[config.mk]
export PLATFORM = sky130hd
export DESIGN_NAME = supply_event_controller
export DESIGN_NICKNAME = d
export VERILOG_FILES = /design/src/rtl/supply_event_pkg.sv /design/src/rtl/supply_event_filter.sv /design/src/rtl/supply_event_ctrl.sv /design/src/rtl/supply_event_datapath.sv /design/src/rtl/supply_event_controller.sv
export SDC_FILE = /design/constraint.sdc
export NUM_CORES = 1
export LEC_CHECK = 0
export ABC_AREA = 1
export BUFFER_PORTS_ARGS = -buffer_cell sky130_fd_sc_hd__buf_2
export CAP_MARGIN = 10
export CORE_ASPECT_RATIO = 1.75
export CORE_UTILIZATION = 35
export CTS_CLUSTER_SIZE = 25
export DETAILED_ROUTE_END_ITERATION = 16
export PLACE_DENSITY = 0.58
export SLEW_MARGIN = 0
export SYNTH_ARGS = -nofsm -noshare
export SYNTH_HDL_FRONTEND = slang
export SYNTH_HIERARCHICAL = 1
export SYNTH_SLANG_ARGS = --single-unit
[constraint.sdc]
create_clock -name clk -period 1.1 [get_ports clk]
set_input_delay 0.055 -clock clk [delete_from_list [all_inputs] [get_ports clk]]
set_output_delay 0.055 -clock clk [all_outputs]
set_load 0.005 [all_outputs]
[src/rtl/supply_event_pkg.sv]
package supply_event_pkg;

  // comparator input positions
  localparam int NUM_CMP       = 7;
  localparam int CMP_MAIN_RST  = 0;
  localparam int CMP_MAIN_ALM  = 1;
  localparam int CMP_BAND_HI   = 2;
  localparam int CMP_BAND_LO   = 3;
  localparam int CMP_CORE_OV   = 4;
  localparam int CMP_CORE_UV   = 5;
  localparam int CMP_CORE_RST  = 6;

  // status bit positions
  localparam int NUM_STAT      = 5;
  localparam int ST_BAND_HI    = 0;
  localparam int ST_BAND_LO    = 1;
  localparam int ST_CORE_OV    = 2;
  localparam int ST_CORE_UV    = 3;
  localparam int ST_ALARM      = 4;

  // hibernate option bit positions
  localparam int NUM_OPT       = 3;
  localparam int OPT_ALARM     = 0;
  localparam int OPT_HIB_RST   = 1;
  localparam int OPT_HIB_BAND  = 2;

  localparam int ADDR_W        = 2;

  typedef enum logic [ADDR_W-1:0] {
    ADDR_IEN  = 2'd0,
    ADDR_STAT = 2'd1,
    ADDR_OPT  = 2'd2,
    ADDR_RSV  = 2'd3
  } regAddr_e;

  typedef struct packed {
    logic [NUM_STAT-1:0] statusSet;
    logic                rstFire;
  } ctrlStrobe_t;

endpackage

[src/rtl/supply_event_filter.sv]
module supply_event_filter #(
  parameter int DEB_CYCLES = 16
) (
  input  logic clk,
  input  logic rstN,
  input  logic rawIn,
  output logic levelOut
);
  localparam int CNT_W = $clog2(DEB_CYCLES + 1);

  logic syncA;
  logic syncB;
  logic [CNT_W-1:0] stableCnt;

  always_ff @(posedge clk or negedge rstN) begin
    if (!rstN) begin
      syncA     <= 1'b0;
      syncB     <= 1'b0;
      stableCnt <= '0;
      levelOut  <= 1'b0;
    end else begin
      syncA <= rawIn;
      syncB <= syncA;
      if (syncB == levelOut) begin
        stableCnt <= '0;
      end else if (stableCnt == CNT_W'(DEB_CYCLES - 1)) begin
        levelOut  <= syncB;
        stableCnt <= '0;
      end else begin
        stableCnt <= stableCnt + 1'b1;
      end
    end
  end
endmodule

[src/rtl/supply_event_ctrl.sv]
module supply_event_ctrl
  import supply_event_pkg::*;
(
  input  logic               clk,
  input  logic               rstN,
  input  logic               hibernate,
  input  logic [NUM_CMP-1:0] levels,
  input  logic [NUM_OPT-1:0] opts,
  input  logic               rstActive,
  output ctrlStrobe_t        strobe
);
  logic [NUM_STAT-1:0] routeInt;
  logic                rstCause;
  logic                rstCauseQ;
  logic                bandAllowed;

  always_comb begin
    bandAllowed = !hibernate || opts[OPT_HIB_BAND];
    routeInt = '0;
    routeInt[ST_BAND_HI] = levels[CMP_BAND_HI] && bandAllowed;
    routeInt[ST_BAND_LO] = levels[CMP_BAND_LO] && bandAllowed;
    routeInt[ST_CORE_OV] = levels[CMP_CORE_OV] && !hibernate;
    routeInt[ST_CORE_UV] = levels[CMP_CORE_UV] && !hibernate;
    routeInt[ST_ALARM]   = levels[CMP_MAIN_ALM] && hibernate && opts[OPT_ALARM];

    rstCause = levels[CMP_CORE_RST] ||
               (levels[CMP_MAIN_RST] && (!hibernate || opts[OPT_HIB_RST]));
  end

  always_ff @(posedge clk or negedge rstN) begin
    if (!rstN) rstCauseQ <= 1'b0;
    else       rstCauseQ <= rstCause;
  end

  always_comb begin
    strobe.rstFire   = rstCause && !rstCauseQ;
    strobe.statusSet = (strobe.rstFire || rstActive) ? '0 : routeInt;
  end
endmodule

[src/rtl/supply_event_datapath.sv]
module supply_event_datapath
  import supply_event_pkg::*;
#(
  parameter int DEB_CYCLES = 16,
  parameter int RST_LEN    = 32,
  parameter int DATA_W     = 8
) (
  input  logic                clk,
  input  logic                rstN,
  input  logic [NUM_CMP-1:0]  cmpRaw,
  input  logic                regWrEn,
  input  logic [ADDR_W-1:0]   regAddr,
  input  logic [DATA_W-1:0]   regWrData,
  output logic [DATA_W-1:0]   regRdData,
  input  ctrlStrobe_t         strobe,
  output logic [NUM_CMP-1:0]  levels,
  output logic [NUM_STAT-1:0] status,
  output logic [NUM_STAT-1:0] ien,
  output logic [NUM_OPT-1:0]  opts,
  output logic                rstActive,
  output logic                irq
);
  localparam int PULSE_W = $clog2(RST_LEN + 1);

  logic [PULSE_W-1:0]  pulseCnt;
  logic [NUM_STAT-1:0] clearMask;
  logic                wrIen;
  logic                wrStat;
  logic                wrOpt;

  for (genvar g = 0; g < NUM_CMP; g++) begin : g_filt
    supply_event_filter #(.DEB_CYCLES(DEB_CYCLES)) u_filt (
      .clk      (clk),
      .rstN     (rstN),
      .rawIn    (cmpRaw[g]),
      .levelOut (levels[g])
    );
  end

  always_comb begin
    wrIen     = regWrEn && (regAddr_e'(regAddr) == ADDR_IEN);
    wrStat    = regWrEn && (regAddr_e'(regAddr) == ADDR_STAT);
    wrOpt     = regWrEn && (regAddr_e'(regAddr) == ADDR_OPT);
    clearMask = wrStat ? regWrData[NUM_STAT-1:0] : '0;
  end

  always_ff @(posedge clk or negedge rstN) begin
    if (!rstN) begin
      ien    <= '0;
      opts   <= '0;
      status <= '0;
    end else begin
      if (wrIen) ien  <= regWrData[NUM_STAT-1:0];
      if (wrOpt) opts <= regWrData[NUM_OPT-1:0];
      status <= (status & ~clearMask) | strobe.statusSet;
    end
  end

  always_ff @(posedge clk or negedge rstN) begin
    if (!rstN) begin
      pulseCnt <= '0;
    end else if (strobe.rstFire) begin
      pulseCnt <= PULSE_W'(RST_LEN);
    end else if (pulseCnt != '0) begin
      pulseCnt <= pulseCnt - 1'b1;
    end
  end

  assign rstActive = (pulseCnt != '0);
  assign irq       = |(status & ien);

  always_comb begin
    regRdData = '0;
    case (regAddr_e'(regAddr))
      ADDR_IEN:  regRdData[NUM_STAT-1:0] = ien;
      ADDR_STAT: regRdData[NUM_STAT-1:0] = status;
      ADDR_OPT:  regRdData[NUM_OPT-1:0]  = opts;
      default:   regRdData = '0;
    endcase
  end
endmodule

[src/rtl/supply_event_controller.sv]
module supply_event_controller
  import supply_event_pkg::*;
#(
  parameter int DEBOUNCE_CYCLES  = 16,
  parameter int RST_PULSE_CYCLES = 32,
  parameter int DATA_W           = 8
) (
  input  logic               clk,
  input  logic               rstN,
  input  logic               hibernate,
  input  logic [NUM_CMP-1:0] cmpLevel,
  input  logic               regWrEn,
  input  logic [ADDR_W-1:0]  regAddr,
  input  logic [DATA_W-1:0]  regWrData,
  output logic [DATA_W-1:0]  regRdData,
  output logic               irq,
  output logic               rstReq
);
  ctrlStrobe_t         strobe;
  logic [NUM_CMP-1:0]  levels;
  logic [NUM_STAT-1:0] statusVec;
  logic [NUM_STAT-1:0] ienVec;
  logic [NUM_OPT-1:0]  optVec;
  logic                rstActive;

  supply_event_ctrl u_ctrl (
    .clk       (clk),
    .rstN      (rstN),
    .hibernate (hibernate),
    .levels    (levels),
    .opts      (optVec),
    .rstActive (rstActive),
    .strobe    (strobe)
  );

  supply_event_datapath #(
    .DEB_CYCLES (DEBOUNCE_CYCLES),
    .RST_LEN    (RST_PULSE_CYCLES),
    .DATA_W     (DATA_W)
  ) u_dp (
    .clk       (clk),
    .rstN      (rstN),
    .cmpRaw    (cmpLevel),
    .regWrEn   (regWrEn),
    .regAddr   (regAddr),
    .regWrData (regWrData),
    .regRdData (regRdData),
    .strobe    (strobe),
    .levels    (levels),
    .status    (statusVec),
    .ien       (ienVec),
    .opts      (optVec),
    .rstActive (rstActive),
    .irq       (irq)
  );

  assign rstReq = rstActive;
endmodule

==> results of run 1 <==
-- layout make-up --
type	instances	area, um2
inverter	50	188
timing repair buffer	69	523
multi-input combinational	262	1400
tap	122	153
sequential	76	1900
clock buffer	9	225
fill	909	4920
clock inverter	7	98.8
-- worst register-to-register path: cells and delay by family (launching register included) --
| family | cells | cell delay (ns) |
|---|---|---|
| flops | 1 | 0.37 |
| fa+ha+maj | 1 | 0.16 |
| buf+inv | 3 | 0.26 |
| simple gates | 2 | 0.34 |
-- stage by stage --
step                setup slack (ns)  hold WS (ns)  cells
finish                        -0.225        0.0265    595
detailed placement           -0.0842         0.101    553
CTS                           -0.226       0.00502    586
global route                  -0.273        0.0381    595
global placement             -0.0497         0.104    553
floorplan                    -0.0308        -0.241    391
-- state kept, by name (all words and copies together), names as in the netlist --
signal and cells:
u_dp/ien 5, u_dp/g_filt.u_filt/syncA 7, u_ctrl/rstCauseQ 1, u_dp/pulseCnt 6
u_dp/opts 3, u_dp/g_filt.u_filt/stableCnt 35, u_dp/g_filt.u_filt/levelOut 7, u_dp/g_filt.u_filt/syncB 7
u_dp/status 5
-- final timing paths --
path,end,depth (start not counted)
worst max-delay path,rstReq,5
worst min-delay path,u_dp/opts[0],3
worst max register to register,u_dp/pulseCnt[2],6
worst min register to register,u_dp/g_filt[5].u_filt/syncB,0
max in group asynchronous,u_dp/g_filt[0].u_filt/syncB,3
min in group asynchronous,u_dp/g_filt[3].u_filt/stableCnt[2],3
-- layout by cell type, fill, tap and decap left out, drive strengths merged --
| master | n |
|---|---|
| nor3 | 1 |
| clkinv | 2 |
| buf | 59 |
| o21ai | 17 |
| nand2 | 106 |
| a22o | 2 |
| a21oi | 2 |
| dlygate4sd3 | 10 |
| dfrtp | 76 |
| nand3 | 26 |
| clkbuf | 9 |
| conb | 3 |
| ha | 9 |
| xnor2 | 7 |
| or2 | 1 |
| bufinv | 2 |
| nor2 | 70 |
| nand4 | 17 |
| xor2 | 1 |
| inv | 52 |
| clkinvlp | 1 |
-- Yosys cell counts --
| cell type | n | area share [%] |
|---|---|---|
| nand2_1 | 101 | 11 |
| dfrtp_1 | 76 | 56 |
| nor2_1 | 62 | 6.9 |
| inv_1 | 49 | 5.4 |
| nand3_1 | 24 | 3.5 |
| nand4_1 | 17 | 3.1 |
| o21ai_1 | 13 | 1.9 |
| ha_1 | 9 | 3.3 |
| xnor2_1 | 7 | 1.8 |
| nor2_2 | 6 | 1.1 |
| nand2_4 | 4 | 1.3 |
| o21ai_0 | 4 | 0.59 |
| buf_4 | 3 | 0.66 |
| a21oi_1 | 2 | 0.30 |
| a22o_1 | 2 | 0.52 |
| nand3_2 | 2 | 0.59 |
| nor2_4 | 2 | 0.66 |
| conb_1 | 1 | 0.11 |
| inv_2 | 1 | 0.11 |
| nand2_2 | 1 | 0.18 |
| nor3_1 | 1 | 0.15 |
| or2_2 | 1 | 0.18 |
| xor2_1 | 1 | 0.26 |
-- repair_timing --
| action | CTS | global route |
|---|---|---|
| resized for setup | 20 | 16 |
| pin swaps | 13 | 11 |
| buffers inserted | 7 | 9 |
| hold buffers | 10 | 0 |
| gates cloned | 0 | 0 |
| endpoints found under the setup margin | 18 | 43 |
| endpoints found under the hold margin | 85 | 0 |
-- logic make-up after synthesis --
group / after synthesis / synth area share, %
buf+inv: 53 / 6.20
xor+xnor: 8 / 2.07
fa+ha+maj: 9 / 3.32
simple gates: 221 / 28.9
other cells: 1 / 0.111
flops: 76 / 56.1
compound gates: 21 / 3.32
-- per-layer routing --
layer	track usage, %	part of all wire (%)	vias up
met5	0	0	-
met4	7.69	2.1	0
met3	2.56	2.6	9
met2	24.6	54	40
met1	14.9	42	1290
li1	-	-	1386
-- power groups by stage --
stage	clock network [W]	logic, W	registers (W)
floorplan	0	0.000643	0.00327
global placement	0	0.00108	0.00329
detailed placement	0	0.00111	0.00329
CTS	0.00325	0.00133	0.00326
global route	0.00336	0.00161	0.00328
finish	0.00315	0.00143	0.00325
==> out/metrics.yaml, run 1 <==
ys_seq_area_share_pct: 56.1
combPwrFrac_pct: 18.3
crit_path_start_kind: "register"
cp-startpoint: "u_dp/pulseCnt[0]"
slowest_stage: "dfrtp_1"
leakage_nw: 2.29
timing.critical_path.cells: "inv_2, ha_4, nand3_4, buf_6, buf_6"
drive_above_1_share_pct: 25.8
cp_max_fo: 2
rsz0062_at_grt: "true"
antenna_found_initial: 0
hold_viol_final: 0
finalSetupViolCount: 17
min_path_type: "primary input to register"
vias: 2725
wl_per_cell_um: 10.6
final_nets: 498
hpwl_mm: 4.31
run_status: "finished with violations"
cts_tree: "built"
clock_latency_ns: 0.33
drc: 0
synth_seq_cells: 76
postSynthCellCount: 389
power_frac_clock_pct: 40.2
die_h_um: 132
crit_buf_inv: 3
reg2reg_setup_slack_ns: -0.13
period_share_pct: 120
ant_nets: 0
grt_pass1_wl_mm: 11.0
fmax_mhz: 755
grt_max_degree: 77
dr.pass1.iters: 4
ir_drop_v: 0.000934
fp.coreArea_um2: 9410
p_sw_w: 0.00206
crit_family: "flip-flops"
htreeDepth: 3
intPower_w: 0.00578
drv_cap: 0
fin_skew_ns: 0.00682
drt_iter0_markers: 98
gr-total-overflow: 0
utilization_pct: 47.7
hp-start: "regWrData[0]"
setup_slack_ns: -0.225
crit_top_cell: "buf_6"
clk_pin_slew_ns: 0.06
gp_congestion: 0.732
p_seq_share_pct: 41.5
port_buffers: 24
power_density_nw_per_um2: 1750
final_cell_area_um2: 4490
die-area_um2: 10100
syn2layout_area_growth_pct: 32.4
viasPerCell: 4.58
diodes: 0
layout_min_cycle_time_ns: 1.32
p_total_w: 0.00784
cp-end-kind: "output port"
std_cell_rows: 47
syn_area_per_cell_um2: 8.72
root_buffer: "clkbuf_16"
place_area_um2: 3820
yosys_warnings: 6
clock_path_buffers: 2
violations: "setup timing"
io-pin-count: 31
ys_types: 23
slowest_delay_ns: 0.40
critical_path_required_ns: 1.04
syn_area_um2: 3390
arrival_ns: 1.27
finalSetupTns_ns: -1.52
cts_num_sinks: 76
grt_util_all_layers_pct: 13.7
die_x_um: 76.4
cts_inserted_buffers: 9
p_sw_share_pct: 26.3
report.final.slew_viol_count: 0
grt_pass1_vias: 2611
start_util_pct: 36.1
routed_wl_mm: 6.32
r2r-start: "u_dp/pulseCnt[0]"
path_class: "register to output port"
Power figures use the tool's default switching activity.
==> run 2, diff against run 1 <==
--- a/config.mk
+++ b/config.mk
@@ -8,10 +8,11 @@
 export ABC_AREA = 1
 export BUFFER_PORTS_ARGS = -buffer_cell sky130_fd_sc_hd__buf_2
 export CAP_MARGIN = 10
-export CORE_ASPECT_RATIO = 1.75
+export CORE_ASPECT_RATIO = 2
 export CORE_UTILIZATION = 35
 export CTS_CLUSTER_SIZE = 25
 export DETAILED_ROUTE_END_ITERATION = 16
+export MAX_ROUTING_LAYER = met4
 export PLACE_DENSITY = 0.58
 export SLEW_MARGIN = 0
 export SYNTH_ARGS = -nofsm -noshare
==> out/metrics.yaml, run 2 (synthesis gave the netlist of run 1 again) <==
run_status: "finished with violations"
violations: "setup timing"
vias: 2675  # -1.8%
root_buffer: "clkbuf_16"
wl_per_cell_um: 11.3  # +6.6%
cts_inserted_buffers: 9  # unchanged
arrival_ns: 1.24  # -0.03 ns
ant_nets: 0  # unchanged
drc: 0  # unchanged
grt_pass1_vias: 2630  # +0.73%
finalSetupViolCount: 16  # -1
io-pin-count: 31  # unchanged
viasPerCell: 4.62  # +0.88%
critical_path_required_ns: 1.04  # about the same
wl_met1_mm: 2.53  # -3.8%
routed_wl_mm: 6.56  # +3.8%
grt_max_degree: 30  # -61%
start_util_pct: 36.1  # +0.096 points
rsz0062_at_grt: "true"
hold_viol_final: 0  # unchanged
clk_pin_slew_ns: 0.06  # about the same
period_share_pct: 118  # -2.6 points
ff_latch_area_um2: 1900  # unchanged
mostFrequentLayoutCells: "nand2_1 (92), dfrtp_1 (76), nor2_1 (60), inv_1 (44), buf_4 (28)"
nFillCells: 864  # -5.0%
fp.coreArea_um2: 9380  # -0.27%
report.final.slew_viol_count: 0  # unchanged
crit_path_start_kind: "register"
hold_slack_ns: 0.0316  # +0.00508 ns
cts_num_sinks: 76  # unchanged
power_density_nw_per_um2: 1770  # +1.3%
grt_pass1_wl_mm: 11.0  # -0.31%
port_buffers: 24  # unchanged
setup_slack_ns: -0.196  # +0.0288 ns
fin_skew_ns: 0.00798  # +0.00116 ns
drv_cap: 0  # unchanged
die_x_um: 71.6  # -6.3%
dr.pass1.iters: 4  # unchanged
dpl.cell_count: 534  # -3.4%
met2WireLength_mm: 3.68  # +8.4%
hpwl_mm: 4.62  # +7.2%
drt_iter0_markers: 114  # +16%
largest_reg_flops: 35  # unchanged
clock_latency_ns: 0.33  # about the same
die_h_um: 141  # +6.8%
layout.cells.non_filler: 579  # -2.7%
finalSetupTns_ns: -1.76  # -0.243 ns
leakage_nw: 2.31  # +1.0%
gr-total-overflow: 0  # unchanged
clock_path_buffers: 2  # unchanged
final_nets: 500  # +0.40%
std_cell_rows: 50  # +6.4%
die-area_um2: 10100  # about the same
gp_congestion: 0.758  # +3.6%
multiInputGateArea_um2: 1430  # +1.7%
place_ws_ns: -0.109  # -0.0244 ns
top_layer_used: "met4"
layout_min_cycle_time_ns: 1.30  # -0.0288 ns
diodes: 0  # unchanged
syn2layout_area_growth_pct: 33.6
ir_drop_v: 0.000795  # -15%
regMostFlops: "u_dp/g_filt.u_filt/stableCnt"
grt_util_all_layers_pct: 14.5  # +0.76 points
drive_above_1_share_pct: 26.3  # +0.52 points
cp_max_fo: 2  # unchanged
place_area_um2: 3800  # -0.46%
met3RoutedLength_um: 203  # +25%
cts_tree: "built"
path_class: "register to output port"
htreeDepth: 3  # unchanged
mostFrequentLayoutCell: "nand2_1"
antenna_found_initial: 0  # unchanged
min_path_type: "primary input to register"
fmax_mhz: 772  # +2.2%
final_cell_area_um2: 4530  # +0.92%
cp-end-kind: "output port"
-- run 2: layout make-up --
class / instances / share of cell area [%]
flip-flops and latches: 76 / 42.0
multi-input cells: 262 / 31.4
repair buffers: 71 / 12.4
clock buffers: 10 / 5.27
inverters: 50 / 4.14
well taps: 104 / 2.87
clock inverters: 6 / 1.91
-- run 2: per-stage QoR --
step                      power (W)  util, %
final                       0.00801     48.3
after global routing        0.00844     48.3
after CTS                   0.00788     46.5
after detailed placement    0.00442     40.5
after global placement      0.00438     40.5
after floorplan             0.00391        -
-- run 2: final timing paths --
check | startpoint | to | slack [ns] | cells after the start
max | u_dp/pulseCnt[0] | rstReq | -0.20 | 5
min | regWrData[2] | u_dp/opts[2] | 0.03 | 3
max reg2reg | u_dp/pulseCnt[0] | u_dp/pulseCnt[2] | -0.16 | 7
min reg2reg | u_dp/g_filt[0].u_filt/syncA | u_dp/g_filt[0].u_filt/syncB | 0.34 | 0
max in group asynchronous | rstN | u_dp/g_filt[2].u_filt/stableCnt[0] | 0.46 | 3
min in group asynchronous | rstN | u_dp/g_filt[1].u_filt/stableCnt[3] | 0.17 | 2
-- run 2: critical path, cell delays in order (launching register included) --
cell and delay, ns:
dfrtp_1 0.39, inv_2 0.08, ha_4 0.14, nand3_4 0.07, buf_6 0.12, buf_6 0.10
-- run 2: routing by layer --
layer / up-vias / global-route usage, %
li1: 1381 / -
met1: 1242 / 13.7
met2: 40 / 26.2
met3: 12 / 3.57
met4: 0 / 7.33
met5: - / -
-- run 2: where the power goes --
group	leakage, nW	internal (W)	total (W)	switching, W
Combinational	1.16	0.000827	0.00160	0.000769
Clock	0.159	0.00205	0.00315	0.00110
Sequential	0.986	0.00305	0.00327	0.000220
Total	2.31	0.00592	0.00801	0.00209
-- run 2: what timing repair did --
| item | CTS | global route |
|---|---|---|
| setup endpoints to repair | 16 | 41 |
| pin swaps | 12 | 21 |
| endpoints found under the hold margin | 85 | 0 |
| gates resized for setup | 19 | 27 |
| hold buffers | 10 | 0 |
| setup buffers | 9 | 13 |
==> run 3, diff against run 2 <==
--- a/config.mk
+++ b/config.mk
@@ -13,9 +13,8 @@
 export CTS_CLUSTER_SIZE = 25
 export DETAILED_ROUTE_END_ITERATION = 16
 export MAX_ROUTING_LAYER = met4
-export PLACE_DENSITY = 0.58
+export PLACE_DENSITY = 0.56
 export SLEW_MARGIN = 0
 export SYNTH_ARGS = -nofsm -noshare
 export SYNTH_HDL_FRONTEND = slang
-export SYNTH_HIERARCHICAL = 1
 export SYNTH_SLANG_ARGS = --single-unit
==> constraint.sdc (replaced) <==
create_clock -name clk -period 1.3 [get_ports clk]
set_input_delay 0.065 -clock clk [delete_from_list [all_inputs] [get_ports clk]]
set_output_delay 0.065 -clock clk [all_outputs]
set_load 0.005 [all_outputs]
==> out/metrics.yaml, run 3 <==
ys_types: 30  # +30%
r2r_end: "u_dp.pulseCnt[5]"
die-area_um2: 9770  # -3.4%
viasPerCell: 4.69  # +1.4%
root_buffer: "clkbuf_16"
run_status: "finished with violations"
layout.cells.non_filler: 493  # -15%
rsz0062_at_grt: "true"
io-pin-count: 31  # unchanged
start_util_pct: 36.3  # +0.20 points
ys_seq_area_share_pct: 58.1  # +2.0 points
synthTopCellsByCount: "dfrtp_1 (76), nand2_1 (67), nor2_1 (40)"
arrival_ns: 1.24  # about the same
hold_viol_final: 0  # unchanged
r2r-start: "u_dp.pulseCnt[1]"
syn_area_per_cell_um2: 9.78  # +12%
min_path_type: "primary input to register"
timing.critical_path.cells: "inv_2, ha_4, nand2_4, nor2_8, inv_4, buf_6"
critical_path_required_ns: 1.24  # +0.20 ns
setup_slack_ns: -0.00187  # +0.194 ns
slowest_stage: "dfrtp_1"
drc: 0  # unchanged
fin_skew_ns: 0.00424  # -0.00374 ns
std_cell_rows: 49  # -2.0%
syn_area_um2: 3280  # -3.4%
period_share_pct: 100
largest_reg_flops: 35  # unchanged
power_density_nw_per_um2: 1500  # -15%
mostFrequentLayoutCells: "dfrtp_1 (76), nand2_1 (66), nor2_1 (37), inv_1 (33), nand3_1 (29)"
report.final.slew_viol_count: 0  # unchanged
gp_congestion: 0.769  # +1.5%
leakage_nw: 1.96  # -15%
grt_pass1_wl_mm: 10.0  # -8.5%
yosys_warnings: 0  # -6
regMostFlops: "u_dp.g_filt.u_filt.stableCnt"
violations: "setup timing"
p_total_w: 0.00595  # -26%
place_area_um2: 3560  # -6.3%
dpl.cell_count: 464  # -13%
drive_above_1_share_pct: 17.1  # -9.2 points
clock_path_buffers: 2  # unchanged
fmax_mhz: 768
ys.flop_type: "dfrtp_1"
cp-end-kind: "output port"
synth_area_leader_cell: "dfrtp_1"
cts_inserted_buffers: 9  # unchanged
cp_max_fo: 2  # unchanged
path_class: "register to output port"
vias: 2310  # -14%
port_buffers: 24  # unchanged
fp.coreArea_um2: 9010  # -4.0%
die_h_um: 139  # -1.7%
dr.pass1.iters: 4  # unchanged
routed_wl_mm: 5.72  # -13%
syn2layout_area_growth_pct: 21.5
grt_pass1_vias: 2360  # -10%
final_cell_area_um2: 3980  # -12%
cp-startpoint: "u_dp.pulseCnt[1]"
ys_async_sr_fraction_pct: 100  # unchanged
htreeDepth: 3  # unchanged
ir_drop_v: 0.000959  # +21%
die_x_um: 70.4  # -1.7%
finalSetupViolCount: 1  # -15
synth_top_cell_area_share_pct: 58.1  # +2.0 points
synth_seq_cells: 76  # unchanged
gr-total-overflow: 0  # unchanged
rr_worst_depth: 7  # unchanged
synth.most_common_cell: "dfrtp_1"
cp-endpoint: "rstReq"
mostFrequentLayoutCell: "dfrtp_1"
clock_latency_ns: 0.33  # about the same
wl_per_cell_um: 11.6  # +2.4%
clk_pin_slew_ns: 0.06  # about the same
layout_min_cycle_time_ns: 1.30
crit_path_start_kind: "register"
diodes: 0  # unchanged
synthTopCellsByArea: "dfrtp_1 (58%), nand2_1 (7.7%), nor2_1 (4.6%), nand3_1 (4.4%), inv_1 (4.0%)"
grt_max_degree: 29  # -3.3%
place_ws_ns: -0.0167  # +0.0919 ns
drv_cap: 0  # unchanged
reg2reg_setup_slack_ns: 0.09  # +0.25 ns
slowest_delay_ns: 0.39  # about the same
cts_tree: "built"
grt_util_all_layers_pct: 13.5  # -0.97 points
drt_iter0_markers: 101  # -11%
ant_nets: 0  # unchanged
postSynthCellCount: 335  # -14%
antenna_found_initial: 0  # unchanged
hpwl_mm: 4.21  # -8.8%
final_nets: 415  # -17%
synth_edf_count: 0  # unchanged
cts_num_sinks: 76  # unchanged
[run 3: cell families (layout without fill, tap and decap cells)]
family	count (synthesis)	after routing	synth area share [%]
other	1	3	0.114
DFF	76	76	58.1
and+or+nand+nor	173	173	25.7
buffers and inverters	41	95	5.35
adders and majority gates	8	8	3.06
AOI/OAI and AO/OA	21	21	3.70
xor gates and xnor gates	15	15	4.01
[run 3: through the flow]
| step | utilization [%] | hold slack (ns) | setup TNS [ns] |
|---|---|---|---|
| 4_1_cts | 44.1 | 0.0253 | -0.0166 |
| 3_3_place_gp | 39.5 | 0.0214 | 0 |
| 6_report | 44.2 | 0.0314 | -0.00187 |
| 5_1_grt | 44.2 | 0.0475 | -0.108 |
| 2_1_floorplan | - | -0.231 | 0 |
| 3_5_place_dp | 39.5 | 0.0172 | -0.0168 |
[run 3: worst min path at each step]
stage,end,cells after the start,from
2_1_floorplan,u_ctrl.rstCauseQ,0,rstN
4_1_cts,u_dp.ien[4],3,regWrData[4]
6_report,u_dp.ien[4],3,regWrData[4]
3_3_place_gp,u_dp.g_filt[5].u_filt.syncA,1,rstN
3_5_place_dp,u_dp.g_filt[5].u_filt.syncA,1,rstN
5_1_grt,u_dp.ien[4],3,regWrData[4]
[run 3: repair_timing]
action                                 CTS  global route
hold buffers                             8             0
pin swaps                                4             0
buffers inserted                         5             0
resized for setup                        7             4
endpoints found under the hold margin   83             0
setup endpoints to repair                4             7
[run 3: worst max-delay path, delay by kind of cell, from the launching register on]
| family | cells | cell delay [ns] |
|---|---|---|
| flops | 1 | 0.39 |
| buf+inv | 3 | 0.21 |
| simple gates | 2 | 0.16 |
| fa+ha+maj | 1 | 0.14 |
[run 3: area by class of cell]
cell class              instances  area (um2)
repair buffers                 42         309
multi-input cells             220        1240
fillers                       885        5030
flip-flops and latches         76        1900
well taps                     102         128
clock inverters                 2        10.0
clock buffers                  14         254
inverters                      37         141
[run 3: report_power, final]
| group | total, W | switching, W | internal [W] | leakage (nW) |
|---|---|---|---|---|
| sequential | 0.00274 | 0.000157 | 0.00258 | 0.988 |
| clock | 0.00220 | 0.000863 | 0.00134 | 0.131 |
| combinational | 0.00101 | 0.000556 | 0.000457 | 0.841 |
| total | 0.00595 | 0.00158 | 0.00438 | 1.96 |
[run 3: routing by layer]
layer	vias to the layer above	GRT usage, %	part of all wire (%)
met1	1112	13.0	39
met5	-	-	0
met4	0	7.58	2.4
met3	11	2.62	2.4
met2	29	24.4	56
li1	1158	-	-
